[src/rtl/ardma_pkg.sv]
package ardma_pkg;

  typedef enum logic [1:0] {
    SQ_HALT,
    SQ_FETCH_BUF,
    SQ_FETCH_LEN,
    SQ_XFER
  } seq_state_e;

  // register addresses
  localparam logic [2:0] RA_RING   = 3'd0;
  localparam logic [2:0] RA_CUR    = 3'd1;
  localparam logic [2:0] RA_LAST   = 3'd2;
  localparam logic [2:0] RA_PRE    = 3'd3;
  localparam logic [2:0] RA_REMAIN = 3'd4;
  localparam logic [2:0] RA_STATUS = 3'd5;
  localparam logic [2:0] RA_CTRL   = 3'd6;

  // control bits
  localparam int CT_RUN     = 0;
  localparam int CT_RRST    = 1;
  localparam int CT_LAST_IE = 2;
  localparam int CT_FIFO_IE = 3;
  localparam int CT_IOC_IE  = 4;

  // descriptor flag bits in the length word
  localparam int DF_IOC   = 31;
  localparam int DF_ZFILL = 30;

  // address of one word of descriptor idx
  function automatic logic [31:0] desc_word_addr(input logic [31:0] ring,
                                                 input logic [31:0] idx,
                                                 input logic        second);
    return ring + (idx << 3) + (second ? 32'd4 : 32'd0);
  endfunction

  // address of the next sample: buffer plus bytes already consumed
  function automatic logic [31:0] sample_addr(input logic [31:0] buf_base,
                                              input logic [31:0] len,
                                              input logic [31:0] remain);
    return buf_base + ((len - remain) << 1);
  endfunction

endpackage

[src/rtl/ardma_cfg.sv]
module ardma_cfg
  import ardma_pkg::*;
#(
  parameter int IDX_W = 5
) (
  input  logic             clk,
  input  logic             rst_n,
  input  logic             reg_wr,
  input  logic [2:0]       reg_addr,
  input  logic [31:0]      reg_wdata,
  output logic [31:0]      ring_base,
  output logic [IDX_W-1:0] last_idx,
  output logic             run,
  output logic             last_ie,
  output logic             fifo_ie,
  output logic             ioc_ie,
  output logic             regs_rst,
  output logic             st_wr,
  output logic [4:1]       st_wdata,
  output logic [31:0]      ctrl_rd
);

  logic wr_ctrl;

  assign wr_ctrl  = reg_wr && (reg_addr == RA_CTRL);
  assign regs_rst = wr_ctrl && reg_wdata[CT_RRST];
  assign st_wr    = reg_wr && (reg_addr == RA_STATUS);
  assign st_wdata = reg_wdata[4:1];

  always_ff @(posedge clk) begin
    if (!rst_n) begin
      ring_base <= '0;
      last_idx  <= '0;
      run       <= 1'b0;
      last_ie   <= 1'b0;
      fifo_ie   <= 1'b0;
      ioc_ie    <= 1'b0;
    end else begin
      if (reg_wr && reg_addr == RA_RING) ring_base <= reg_wdata;
      if (reg_wr && reg_addr == RA_LAST) last_idx <= reg_wdata[IDX_W-1:0];
      if (wr_ctrl) begin
        run     <= reg_wdata[CT_RUN] && !reg_wdata[CT_RRST];
        last_ie <= reg_wdata[CT_LAST_IE];
        fifo_ie <= reg_wdata[CT_FIFO_IE];
        ioc_ie  <= reg_wdata[CT_IOC_IE];
      end
    end
  end

  assign ctrl_rd = {27'd0, ioc_ie, fifo_ie, last_ie, 1'b0, run};

endmodule

[src/rtl/ardma_status.sv]
module ardma_status (
  input  logic       clk,
  input  logic       rst_n,
  input  logic       regs_rst,
  input  logic       halted,
  input  logic       ev_atlast,
  input  logic       ev_lastdone,
  input  logic       ev_iocdone,
  input  logic       ev_fifoerr,
  input  logic       st_wr,
  input  logic [4:1] st_wdata,
  input  logic       last_ie,
  input  logic       fifo_ie,
  input  logic       ioc_ie,
  output logic [4:0] status,
  output logic       irq
);

  logic [4:1] sticky_q;
  logic [4:1] sticky_d;

  always_comb begin
    sticky_d = sticky_q;
    if (st_wr) sticky_d = sticky_d & ~st_wdata;
    sticky_d[1] = sticky_d[1] | ev_atlast;
    sticky_d[2] = sticky_d[2] | ev_lastdone;
    sticky_d[3] = sticky_d[3] | ev_iocdone;
    sticky_d[4] = sticky_d[4] | ev_fifoerr;
  end

  always_ff @(posedge clk) begin
    if (!rst_n || regs_rst) sticky_q <= '0;
    else                    sticky_q <= sticky_d;
  end

  assign status = {sticky_q, halted};
  assign irq    = (sticky_q[2] && last_ie) || (sticky_q[4] && fifo_ie) ||
                  (sticky_q[3] && ioc_ie);


  sticky_clear_chk: assert property (@(posedge clk) disable iff (!rst_n)
    ((($past(sticky_q) & ~sticky_q) &
      ~($past(st_wr) ? $past(st_wdata) : 4'b0000)) == 4'b0000) || $past(regs_rst));


  ioc_sticky_chk: assert property (@(posedge clk) disable iff (!rst_n)
    (ev_iocdone && !regs_rst) |=> sticky_q[3]);


  irq_masked_chk: assert property (@(posedge clk) disable iff (!rst_n)
    (!last_ie && !fifo_ie && !ioc_ie) |-> !irq);

endmodule

[src/rtl/ardma_seq.sv]
module ardma_seq
  import ardma_pkg::*;
#(
  parameter int IDX_W = 5,
  parameter int LEN_W = 16
) (
  input  logic             clk,
  input  logic             rst_n,
  input  logic             run,
  input  logic             regs_rst,
  input  logic [31:0]      ring_base,
  input  logic [IDX_W-1:0] last_idx,
  output logic             mem_req,
  output logic [31:0]      mem_addr,
  input  logic             mem_rvalid,
  input  logic [31:0]      mem_rdata,
  input  logic             smp_ready,
  output logic             smp_valid,
  output logic [31:0]      smp_addr,
  output logic             fill_repeat,
  output logic             fill_zero,
  output logic [IDX_W-1:0] cur_idx,
  output logic [IDX_W-1:0] pre_idx,
  output logic [LEN_W-1:0] remain,
  output logic             halted,
  output logic             ev_atlast,
  output logic             ev_lastdone,
  output logic             ev_iocdone,
  output logic             ev_fifoerr
);

  localparam int PAD_I = 32 - IDX_W;
  localparam int PAD_L = 32 - LEN_W;

  seq_state_e       state_q;
  logic [IDX_W-1:0] civ_q, piv_q;
  logic [LEN_W-1:0] pos_q, len_q;
  logic [31:0]      buf_q, maddr_q;
  logic             ioc_q, zf_q, parked_q, drain_q;

  logic [IDX_W-1:0] nxt_idx, start_idx;
  logic             in_fetch, buf_done, xfer, starve, start;

  assign nxt_idx   = civ_q + 1'b1;
  assign start_idx = parked_q ? nxt_idx : civ_q;
  assign in_fetch  = (state_q == SQ_FETCH_BUF) || (state_q == SQ_FETCH_LEN);
  assign halted    = (state_q == SQ_HALT);

  assign smp_valid = (state_q == SQ_XFER) && run && (pos_q != '0);
  assign xfer      = smp_valid && smp_ready;
  assign buf_done  = (state_q == SQ_XFER) && run && (pos_q == '0);
  assign starve    = run && smp_ready && !smp_valid && !halted;
  assign start     = halted && run && !drain_q && (!parked_q || civ_q != last_idx);

  assign ev_atlast   = !halted && (civ_q == last_idx);
  assign ev_lastdone = buf_done && (civ_q == last_idx);
  assign ev_iocdone  = buf_done && ioc_q;
  assign ev_fifoerr  = starve;
  assign fill_repeat = starve && !zf_q;
  assign fill_zero   = starve && zf_q;

  assign mem_req  = in_fetch || drain_q;
  assign mem_addr = maddr_q;
  assign smp_addr = sample_addr(buf_q, {{PAD_L{1'b0}}, len_q}, {{PAD_L{1'b0}}, pos_q});
  assign cur_idx  = civ_q;
  assign pre_idx  = piv_q;
  assign remain   = pos_q;

  always_ff @(posedge clk) begin
    if (!rst_n) begin
      state_q  <= SQ_HALT;
      civ_q    <= '0;
      piv_q    <= '0;
      pos_q    <= '0;
      len_q    <= '0;
      buf_q    <= '0;
      maddr_q  <= '0;
      ioc_q    <= 1'b0;
      zf_q     <= 1'b0;
      parked_q <= 1'b0;
      drain_q  <= 1'b0;
    end else if (regs_rst) begin
      state_q  <= SQ_HALT;
      civ_q    <= '0;
      piv_q    <= '0;
      pos_q    <= '0;
      ioc_q    <= 1'b0;
      zf_q     <= 1'b0;
      parked_q <= 1'b0;
      drain_q  <= (in_fetch || drain_q) && !mem_rvalid;
    end else begin
      if (drain_q && mem_rvalid) drain_q <= 1'b0;
      unique case (state_q)
        SQ_HALT: begin
          if (start) begin
            civ_q    <= start_idx;
            parked_q <= 1'b0;
            maddr_q  <= desc_word_addr(ring_base, {{PAD_I{1'b0}}, start_idx}, 1'b0);
            state_q  <= SQ_FETCH_BUF;
          end
        end
        SQ_FETCH_BUF: begin
          if (mem_rvalid) begin
            buf_q   <= mem_rdata;
            maddr_q <= maddr_q + 32'd4;
            state_q <= SQ_FETCH_LEN;
          end
        end
        SQ_FETCH_LEN: begin
          if (mem_rvalid) begin
            len_q   <= mem_rdata[LEN_W-1:0];
            pos_q   <= mem_rdata[LEN_W-1:0];
            ioc_q   <= mem_rdata[DF_IOC];
            zf_q    <= mem_rdata[DF_ZFILL];
            piv_q   <= civ_q + 1'b1;
            state_q <= SQ_XFER;
          end
        end
        SQ_XFER: begin
          if (xfer) begin
            pos_q <= pos_q - 1'b1;
          end else if (buf_done) begin
            if (civ_q == last_idx) begin
              parked_q <= 1'b1;
              state_q  <= SQ_HALT;
            end else begin
              civ_q   <= nxt_idx;
              maddr_q <= desc_word_addr(ring_base, {{PAD_I{1'b0}}, nxt_idx}, 1'b0);
              state_q <= SQ_FETCH_BUF;
            end
          end
        end
        default: state_q <= SQ_HALT;
      endcase
    end
  end


  mem_hold_chk: assert property (@(posedge clk) disable iff (!rst_n)
    (mem_req && !mem_rvalid) |=> (mem_req && $stable(mem_addr)));


  pos_step_chk: assert property (@(posedge clk) disable iff (!rst_n)
    (smp_valid && smp_ready && !regs_rst) |=> (pos_q == $past(pos_q) - 1'b1));


  civ_step_chk: assert property (@(posedge clk) disable iff (!rst_n)
    (civ_q != $past(civ_q)) |-> ((civ_q == $past(civ_q) + 1'b1) || $past(regs_rst)));


  halt_at_last_chk: assert property (@(posedge clk) disable iff (!rst_n)
    ($rose(halted) && !$past(regs_rst)) |-> (civ_q == $past(last_idx)));


  pause_hold_chk: assert property (@(posedge clk) disable iff (!rst_n)
    (!run && state_q == SQ_XFER && !regs_rst) |=> $stable(pos_q));

endmodule

[src/rtl/audio_ring_dma.sv]
module audio_ring_dma
  import ardma_pkg::*;
#(
  parameter int IDX_W = 5,
  parameter int LEN_W = 16
) (
  input  logic        clk,
  input  logic        rst_n,
  input  logic        reg_wr,
  input  logic [2:0]  reg_addr,
  input  logic [31:0] reg_wdata,
  output logic [31:0] reg_rdata,
  output logic        mem_req,
  output logic [31:0] mem_addr,
  input  logic        mem_rvalid,
  input  logic [31:0] mem_rdata,
  input  logic        smp_ready,
  output logic        smp_valid,
  output logic [31:0] smp_addr,
  output logic        fill_repeat,
  output logic        fill_zero,
  output logic        irq
);

  localparam int PAD_I = 32 - IDX_W;
  localparam int PAD_L = 32 - LEN_W;

  logic [31:0]      ring_base, ctrl_rd;
  logic [IDX_W-1:0] last_idx, cur_idx, pre_idx;
  logic [LEN_W-1:0] remain;
  logic             run, last_ie, fifo_ie, ioc_ie, regs_rst, st_wr, halted;
  logic [4:1]       st_wdata;
  logic [4:0]       status;
  logic             ev_atlast, ev_lastdone, ev_iocdone, ev_fifoerr;

  ardma_cfg #(.IDX_W(IDX_W)) u_cfg (
    .clk(clk), .rst_n(rst_n), .reg_wr(reg_wr), .reg_addr(reg_addr),
    .reg_wdata(reg_wdata), .ring_base(ring_base), .last_idx(last_idx),
    .run(run), .last_ie(last_ie), .fifo_ie(fifo_ie), .ioc_ie(ioc_ie),
    .regs_rst(regs_rst), .st_wr(st_wr), .st_wdata(st_wdata), .ctrl_rd(ctrl_rd)
  );

  ardma_seq #(.IDX_W(IDX_W), .LEN_W(LEN_W)) u_seq (
    .clk(clk), .rst_n(rst_n), .run(run), .regs_rst(regs_rst),
    .ring_base(ring_base), .last_idx(last_idx),
    .mem_req(mem_req), .mem_addr(mem_addr), .mem_rvalid(mem_rvalid),
    .mem_rdata(mem_rdata), .smp_ready(smp_ready), .smp_valid(smp_valid),
    .smp_addr(smp_addr), .fill_repeat(fill_repeat), .fill_zero(fill_zero),
    .cur_idx(cur_idx), .pre_idx(pre_idx), .remain(remain), .halted(halted),
    .ev_atlast(ev_atlast), .ev_lastdone(ev_lastdone),
    .ev_iocdone(ev_iocdone), .ev_fifoerr(ev_fifoerr)
  );

  ardma_status u_status (
    .clk(clk), .rst_n(rst_n), .regs_rst(regs_rst), .halted(halted),
    .ev_atlast(ev_atlast), .ev_lastdone(ev_lastdone),
    .ev_iocdone(ev_iocdone), .ev_fifoerr(ev_fifoerr),
    .st_wr(st_wr), .st_wdata(st_wdata), .last_ie(last_ie),
    .fifo_ie(fifo_ie), .ioc_ie(ioc_ie), .status(status), .irq(irq)
  );

  always_comb begin
    case (reg_addr)
      RA_RING:   reg_rdata = ring_base;
      RA_CUR:    reg_rdata = {{PAD_I{1'b0}}, cur_idx};
      RA_LAST:   reg_rdata = {{PAD_I{1'b0}}, last_idx};
      RA_PRE:    reg_rdata = {{PAD_I{1'b0}}, pre_idx};
      RA_REMAIN: reg_rdata = {{PAD_L{1'b0}}, remain};
      RA_STATUS: reg_rdata = {27'd0, status};
      RA_CTRL:   reg_rdata = ctrl_rd;
      default:   reg_rdata = '0;
    endcase
  end


  fill_excl_chk: assert property (@(posedge clk) disable iff (!rst_n)
    !(fill_repeat && fill_zero) && !((fill_repeat || fill_zero) && smp_valid));


  halted_quiet_chk: assert property (@(posedge clk) disable iff (!rst_n)
    (status[0] && $past(status[0]) && !$past(mem_req)) |-> !mem_req);

endmodule

[config.mk]
export PLATFORM = sky130hd
export DESIGN_NAME = audio_ring_dma
export DESIGN_NICKNAME = d
export VERILOG_FILES = /design/src/rtl/ardma_pkg.sv /design/src/rtl/ardma_cfg.sv /design/src/rtl/ardma_status.sv /design/src/rtl/ardma_seq.sv /design/src/rtl/audio_ring_dma.sv
export SDC_FILE = /design/constraint.sdc
export NUM_CORES = 1
export LEC_CHECK = 0
export ABC_AREA = 1
export BUFFER_PORTS_ARGS = -buffer_cell sky130_fd_sc_hd__buf_2
export CORE_MARGIN = 4
export CORE_UTILIZATION = 54
export DETAILED_ROUTE_END_ITERATION = 10
export GPL_TIMING_DRIVEN = 0
export PLACE_DENSITY_LB_ADDON = 0.08
export SLEW_MARGIN = 40
export SYNTH_ARGS = -nofsm -noshare
export SYNTH_HDL_FRONTEND = slang
export SYNTH_HIERARCHICAL = 1
export SYNTH_SLANG_ARGS = --single-unit
export TNS_END_PERCENT = 1
[constraint.sdc]
create_clock -name clk -period 3.8 [get_ports clk]
set_clock_uncertainty 0.05 [all_clocks]
set_input_delay 0.57 -clock clk [delete_from_list [all_inputs] [get_ports clk]]
set_output_delay 0.57 -clock clk [all_outputs]
set_load 0.005 [all_outputs]
==> reports/metrics.yaml, run 1 <==
synth_top_area_frac: 0.2492
ys_ff_latch: 157
status: "complete, but fails checks"
synthFlopType: "dfxtp_1"
wl_per_cell_um: 15.79
crit_top_cell: "nand2_2"
avgSynthCellArea_um2: 6.047
die_h_um: 160.8
area_delta_synth_final_pct: 25.61
nNetsFinal: 2476
reg2reg_depth: 13
synth.most_common_cell: "nand2_1"
cp_num_buf_inv: 4
path_max_fanout: 7
min_delay_worst_endpoint: "u_seq/drain_q"
grt_pass1_wl_um: 64440
tns_ps: -6943
dp_cells: 2598
cp-end-kind: "output pin"
numCtsBuffers: 17
final_area_mm2: 0.01585
num_rows: 55
route.vias.total: 14520
port_buffers: 172
finalCriticalPeriod_ps: 4305
failed_checks: "setup timing"
synth_edf_count: 0
antennaDiodeCount: 0
synth_cells: 2086
grt_max_degree: 17
crit_slowest_cell: "fa_2"
min-delay-start: "mem_rvalid"
clock_latency_ps: 430
fin_cells: 2665
ant_nets: 0
cp_cell_sequence: "inv_2 -> ha_4 -> fa_2 -> nor2_4 -> a211oi_4 -> o21ai_4 -> nand2_2 -> nand2_2 -> clkinvlp_4 -> clkbuf_16 -> ha_4 -> nand2_8 -> nor2_4 -> nand2_2 -> nor4_2 -> nand2_1 -> o211ai_1 -> xor2_1 -> buf_2"
crit_arrival_ps: 3680
drc: 0
drive_gt1_frac: 0.2126
critPathTopFamily: "simple AND/OR/NAND/NOR gates"
cap_viol_max_count: 0
cp-start-kind: "register"
relSlewSlack: 0.5437
cts-root-buf: "clkbuf_16"
cts_sinks: 157
met1_length_um: 17400
fin_crit_sh: 1.133
worst_pin_slew_ps: 684.5
synth_common_cells: "nand2_1, nor2_1, inv_1"
rr_endpoint: "u_seq/mem_addr[14]"
min_path_cells: 2
cpPeakStageDelay_ps: 370
min_path_type: "input port to register"
path_class: "register to output pin"
async_flop_share: 0
io_pins: 173
grt_pass1_vias: 13310
synthTopCellsByArea: "dfxtp_1, nand2_1, nor2_1, inv_1, a21oi_1"
cp_data_required_time_ps: 3180
wl_um: 42070
initial_core_util: 0.5538
grt_remaining_overflow: 0
gp_congestion: 0.9429
clk_pin_slew_ps: 70
die_w_um: 160.8
dp_hpwl_um: 31200
vias_per_cell: 5.447
place_area_mm2: 0.01397
netlist_area_mm2: 0.01261
core_mm2: 0.02278
antenna_found_initial: 0
seq_area_frac_synth: 0.2492
met3WireLength_um: 2861
reg2reg_from: "u_seq/state_q[0]"
synth_warnings: 6
slew_viol_final: 0
dp_slack_ps: -661.1
ys_types: 49
die-area_mm2: 0.02587
track_usage: 0.3013
layout_setup_ws_ps: -504.6
top_layer: "met4"
reg2reg_setup_slack_ps: 300
clock_path_buffers: 2
yosysTopAreaCell: "dfxtp_1"
cts_tree: "yes"
rsz0062_at_grt: "yes"
drt_iter0_markers: 1130
max_freq_mhz: 232.3
setup_violations: 22
htreeDepth: 4
final_hold_viol_count: 0
dr.pass1.iters: 6
wl_met2_um: 19920
==> layout by cell type, fill, tap and decap left out, types with 28 or more instances in the layout <==
master      n
conb_1     28
nand4_1    59
buf_2     189
o21ai_0   118
clkbuf_1   32
xor2_1     34
nand3_1   148
nor2_1    292
nand2_1   514
dfxtp_1   143
buf_4      76
a21oi_1   133
ha_1       31
inv_1     214
==> how the worst max path moves through the flow <==
stage,from,end,slack (ps),cells past startpoint
6_report,u_seq/len_q[0],smp_addr[27],-500,19
5_1_grt,u_seq/len_q[0],smp_addr[30],-670,19
4_1_cts,u_seq/len_q[0],smp_addr[27],-440,19
3_5_place_dp,u_seq/remain[0],smp_addr[26],-660,17
3_3_place_gp,u_seq/remain[0],smp_addr[26],-650,17
2_1_floorplan,u_seq/remain[0],smp_addr[27],90,16
==> layout make-up <==
| cell class | count | area, µm² |
|---|---|---|
| Multi-Input combinational cell | 1611 | 8931 |
| Fill cell | 2041 | 6933 |
| Sequential cell | 157 | 3181 |
| Timing Repair Buffer | 207 | 1164 |
| Inverter | 237 | 899.6 |
| Buffer | 108 | 668.1 |
| Clock buffer | 18 | 429.2 |
| Tap cell | 313 | 391.6 |
| Clock inverter | 14 | 181.4 |
==> sequential cells by signal (all words and copies together) (netlist names) <==
name and count:
u_cfg/last_idx 5, u_cfg/last_ie 1, u_seq/mem_addr 32, u_seq/state_q 2, u_seq/remain 16, u_cfg/ring_base 32, u_seq/cur_idx 5, u_status/sticky_q 4
u_seq/drain_q 1, u_seq/len_q 16, u_cfg/run 1, u_seq/pre_idx 5, u_seq/ioc_q 1, u_seq/zf_q 1, u_seq/parked_q 1, u_cfg/fifo_ie 1
u_seq/buf_q 32, u_cfg/ioc_ie 1
==> repair_timing <==
item                                    4_1_cts  5_1_grt
gates cloned                                  1        0
pin swaps                                    38       42
endpoints found under the setup margin       25       24
hold buffers                                  0        0
setup buffers                                20       14
gates resized for setup                     122      106
==> layer usage <==
layer | track usage | vias to the layer above
met4 | 0.1291 | 0
met1 | 0.3694 | 6528
met5 | 0 | -
li1 | - | 7226
met3 | 0.04311 | 131
met2 | 0.5276 | 631
==> kinds of logic after synthesis <==
family | Yosys count | share of synthesized area
other | 1 | 0.0002973
buffers and inverters | 345 | 0.1237
xor gates and xnor gates | 52 | 0.03610
DFF | 157 | 0.2492
muxes | 3 | 0.002381
adders and majority gates | 65 | 0.06626
and+or+nand+nor | 1124 | 0.3793
AOI/OAI and AO/OA | 339 | 0.1428
==> per-stage QoR <==
stage,hold slack [ps],utilization
2_1_floorplan,374.0,-
3_3_place_gp,382.9,0.6132
3_5_place_dp,391.3,0.6135
4_1_cts,310.2,0.6697
5_1_grt,324.5,0.6956
6_report,329.6,0.6956
Power of run 1 is left out: the tool's default activity adds up to more than one toggle a clock period on the data nets, which glitch-free logic cannot reach.
==> run 2, diff against run 1 <==
--- a/config.mk
+++ b/config.mk
@@ -8,7 +8,7 @@
 export ABC_AREA = 1
 export BUFFER_PORTS_ARGS = -buffer_cell sky130_fd_sc_hd__buf_2
 export CORE_MARGIN = 4
-export CORE_UTILIZATION = 54
+export CORE_UTILIZATION = 59
 export DETAILED_ROUTE_END_ITERATION = 10
 export GPL_TIMING_DRIVEN = 0
 export PLACE_DENSITY_LB_ADDON = 0.08
==> constraint.sdc (replaced) <==
create_clock -name clk -period 4.2 [get_ports clk]
set_clock_uncertainty 0.05 [all_clocks]
set_input_delay 0.63 -clock clk [delete_from_list [all_inputs] [get_ports clk]]
set_output_delay 0.63 -clock clk [all_outputs]
set_load 0.005 [all_outputs]
==> reports/metrics.yaml, run 2 (synthesis gave the netlist of run 1 again) <==
cts_sinks: 157
top_usage_layer: "met2"
vias_per_cell: 5.519
dp_hpwl_um: 31240
antenna_found_initial: 0
status: "complete, but fails checks"
dr.pass1.iters: 7
numCtsBuffers: 17
use_met1: 0.4057
min_delay_worst_endpoint: "u_seq/drain_q"
path_class: "register to output pin"
pwr-share-clk: 0.098
min_path_type: "input port to register"
critPathTopFamily: "simple AND/OR/NAND/NOR gates"
gp_congestion: 0.9763
fin_crit_sh: 1.062
grt_remaining_overflow: 0
reg2reg_depth: 13
multi_input_area_mm2: 0.008658
crit_arrival_ps: 3780
fillCellCount: 1840
power.density_mw_per_mm2: 1013
wl_um: 41170
failed_checks: "setup timing"
die_h_um: 154.2
grt_max_degree: 18
reg2reg_setup_slack_ps: 760
grt_pass1_wl_um: 64820
final_hold_viol_count: 0
ant_nets: 0
antennaDiodeCount: 0
worst_pin_slew_ps: 755.1
route.vias.total: 14430
cap_viol_max_count: 0
cp-end-kind: "output pin"
die-area_mm2: 0.02378
initial_core_util: 0.6001
met3_usage: 0.05092
register_area_mm2: 0.003167
cp_num_buf_inv: 5
setup_violations: 17
clk_pin_slew_ps: 80
combPwrFrac: 0.764
crit_top_cell: "nand2_1"
final_common_cell: "nand2_1"
num_rows: 53
p_leak_nw: 7.426
p_int_mw: 7.422
cp_cell_sequence: "inv_2 -> ha_4 -> fa_2 -> nor2_2 -> a211oi_2 -> o21ai_2 -> nand2_2 -> nand2_2 -> clkinvlp_4 -> buf_6 -> ha_4 -> nand2_1 -> nor2_2 -> inv_1 -> nor4_2 -> nand2_1 -> nand2_1 -> nand2_1 -> nand2_1 -> buf_2"
drt_iter0_markers: 1199
min_path_cells: 2
area_delta_synth_final_pct: 21.82
cts-root-buf: "clkbuf_16"
core_mm2: 0.02102
cp_data_required_time_ps: 3520
met2_usage: 0.5738
p_switching_mw: 8.149
crit_slowest_cell: "fa_2"
mostFrequentLayoutCells: "nand2_1, nor2_1, inv_1"
rsz0062_at_grt: "yes"
io_pins: 173
die_w_um: 154.2
power.share.switching: 0.5233
peakVddDrop_mv: 0.6255
relSlewSlack: 0.4966
tns_ps: -2649
finalCriticalPeriod_ps: 4461
reg2reg_from: "u_seq/state_q[0]"
clock_path_buffers: 2
htreeDepth: 4
min-delay-start: "mem_rvalid"
grt_pass1_vias: 13230
slew_viol_final: 0
layout_setup_ws_ps: -261.3
wl_per_cell_um: 15.75
clock_latency_ps: 440
path_max_fanout: 4
drc: 0
cts_tree: "yes"
finalPower_mw: 15.57
fin_util: 0.7310
cp-start-kind: "register"
drive_gt1_frac: 0.1937
rr_endpoint: "u_seq/mem_addr[14]"
max_freq_mhz: 224.2
port_buffers: 172
power_frac_seq: 0.138
nNetsFinal: 2463
track_usage: 0.3296
cpPeakStageDelay_ps: 380
-- run 2: cell count changes in the layout (fill, tap and decap cells not counted), sizes merged --
cell / previous run / this run
inv: 236 / 240
clkinvlp: 2 / 5
clkinv: 10 / 6
buf: 283 / 270
bufinv: 3 / 0
-- run 2: worst max-delay path by stage --
stage                               start            to  cells after the start
final                      u_seq/len_q[0]  smp_addr[30]                     20
after global routing       u_seq/len_q[0]  smp_addr[30]                     20
after CTS                 u_seq/remain[0]  smp_addr[27]                     18
after detailed placement  u_seq/remain[0]  smp_addr[27]                     17
after global placement    u_seq/remain[0]  smp_addr[27]                     17
after floorplan           u_seq/remain[0]  smp_addr[27]                     16
-- run 2: final cells by class --
type,instances,area share
plain buffers,108,0.04348
clock buffers,18,0.02793
clock inverters,14,0.009201
inverters,237,0.05854
multi-input cells,1611,0.5634
flip-flops and latches,157,0.2061
well taps,275,0.02239
repair buffers,194,0.06896
-- run 2: timing repair --
item	CTS	global route
hold buffers	0	0
resized for setup	95	60
cloned	0	1
setup buffers	8	13
setup endpoints to repair	23	21
pin swaps	9	25
-- run 2: metrics by stage --
stage	hold slack [ps]	area (µm²)	setup slack, ps	cells
2_1_floorplan	374.0	12720	433.1	2113
3_3_place_gp	382.6	13920	-419.8	2560
3_5_place_dp	389.4	13920	-422.7	2560
4_1_cts	380.2	14970	-116.9	2600
5_1_grt	387.7	15370	-410.8	2614
6_report	399.1	15370	-261.3	2614
-- run 2: per-layer routing --
layer	wire, µm	vias up
met5	0	-
met4	1423	0
met2	19830	665
li1	-	7195
met3	3167	112
met1	16750	6454
-- run 2: power groups by stage --
stage / logic, mW / clock network, mW / registers, mW
3_5_place_dp: 8.80 / 0 / 2.13
4_1_cts: 10.3 / 1.54 / 2.13
3_3_place_gp: 8.69 / 0 / 2.12
6_report: 11.9 / 1.52 / 2.15
2_1_floorplan: 6.15 / 0 / 2.04
5_1_grt: 12.9 / 1.61 / 2.19
No activity file was read; power rests on OpenSTA's default activity.
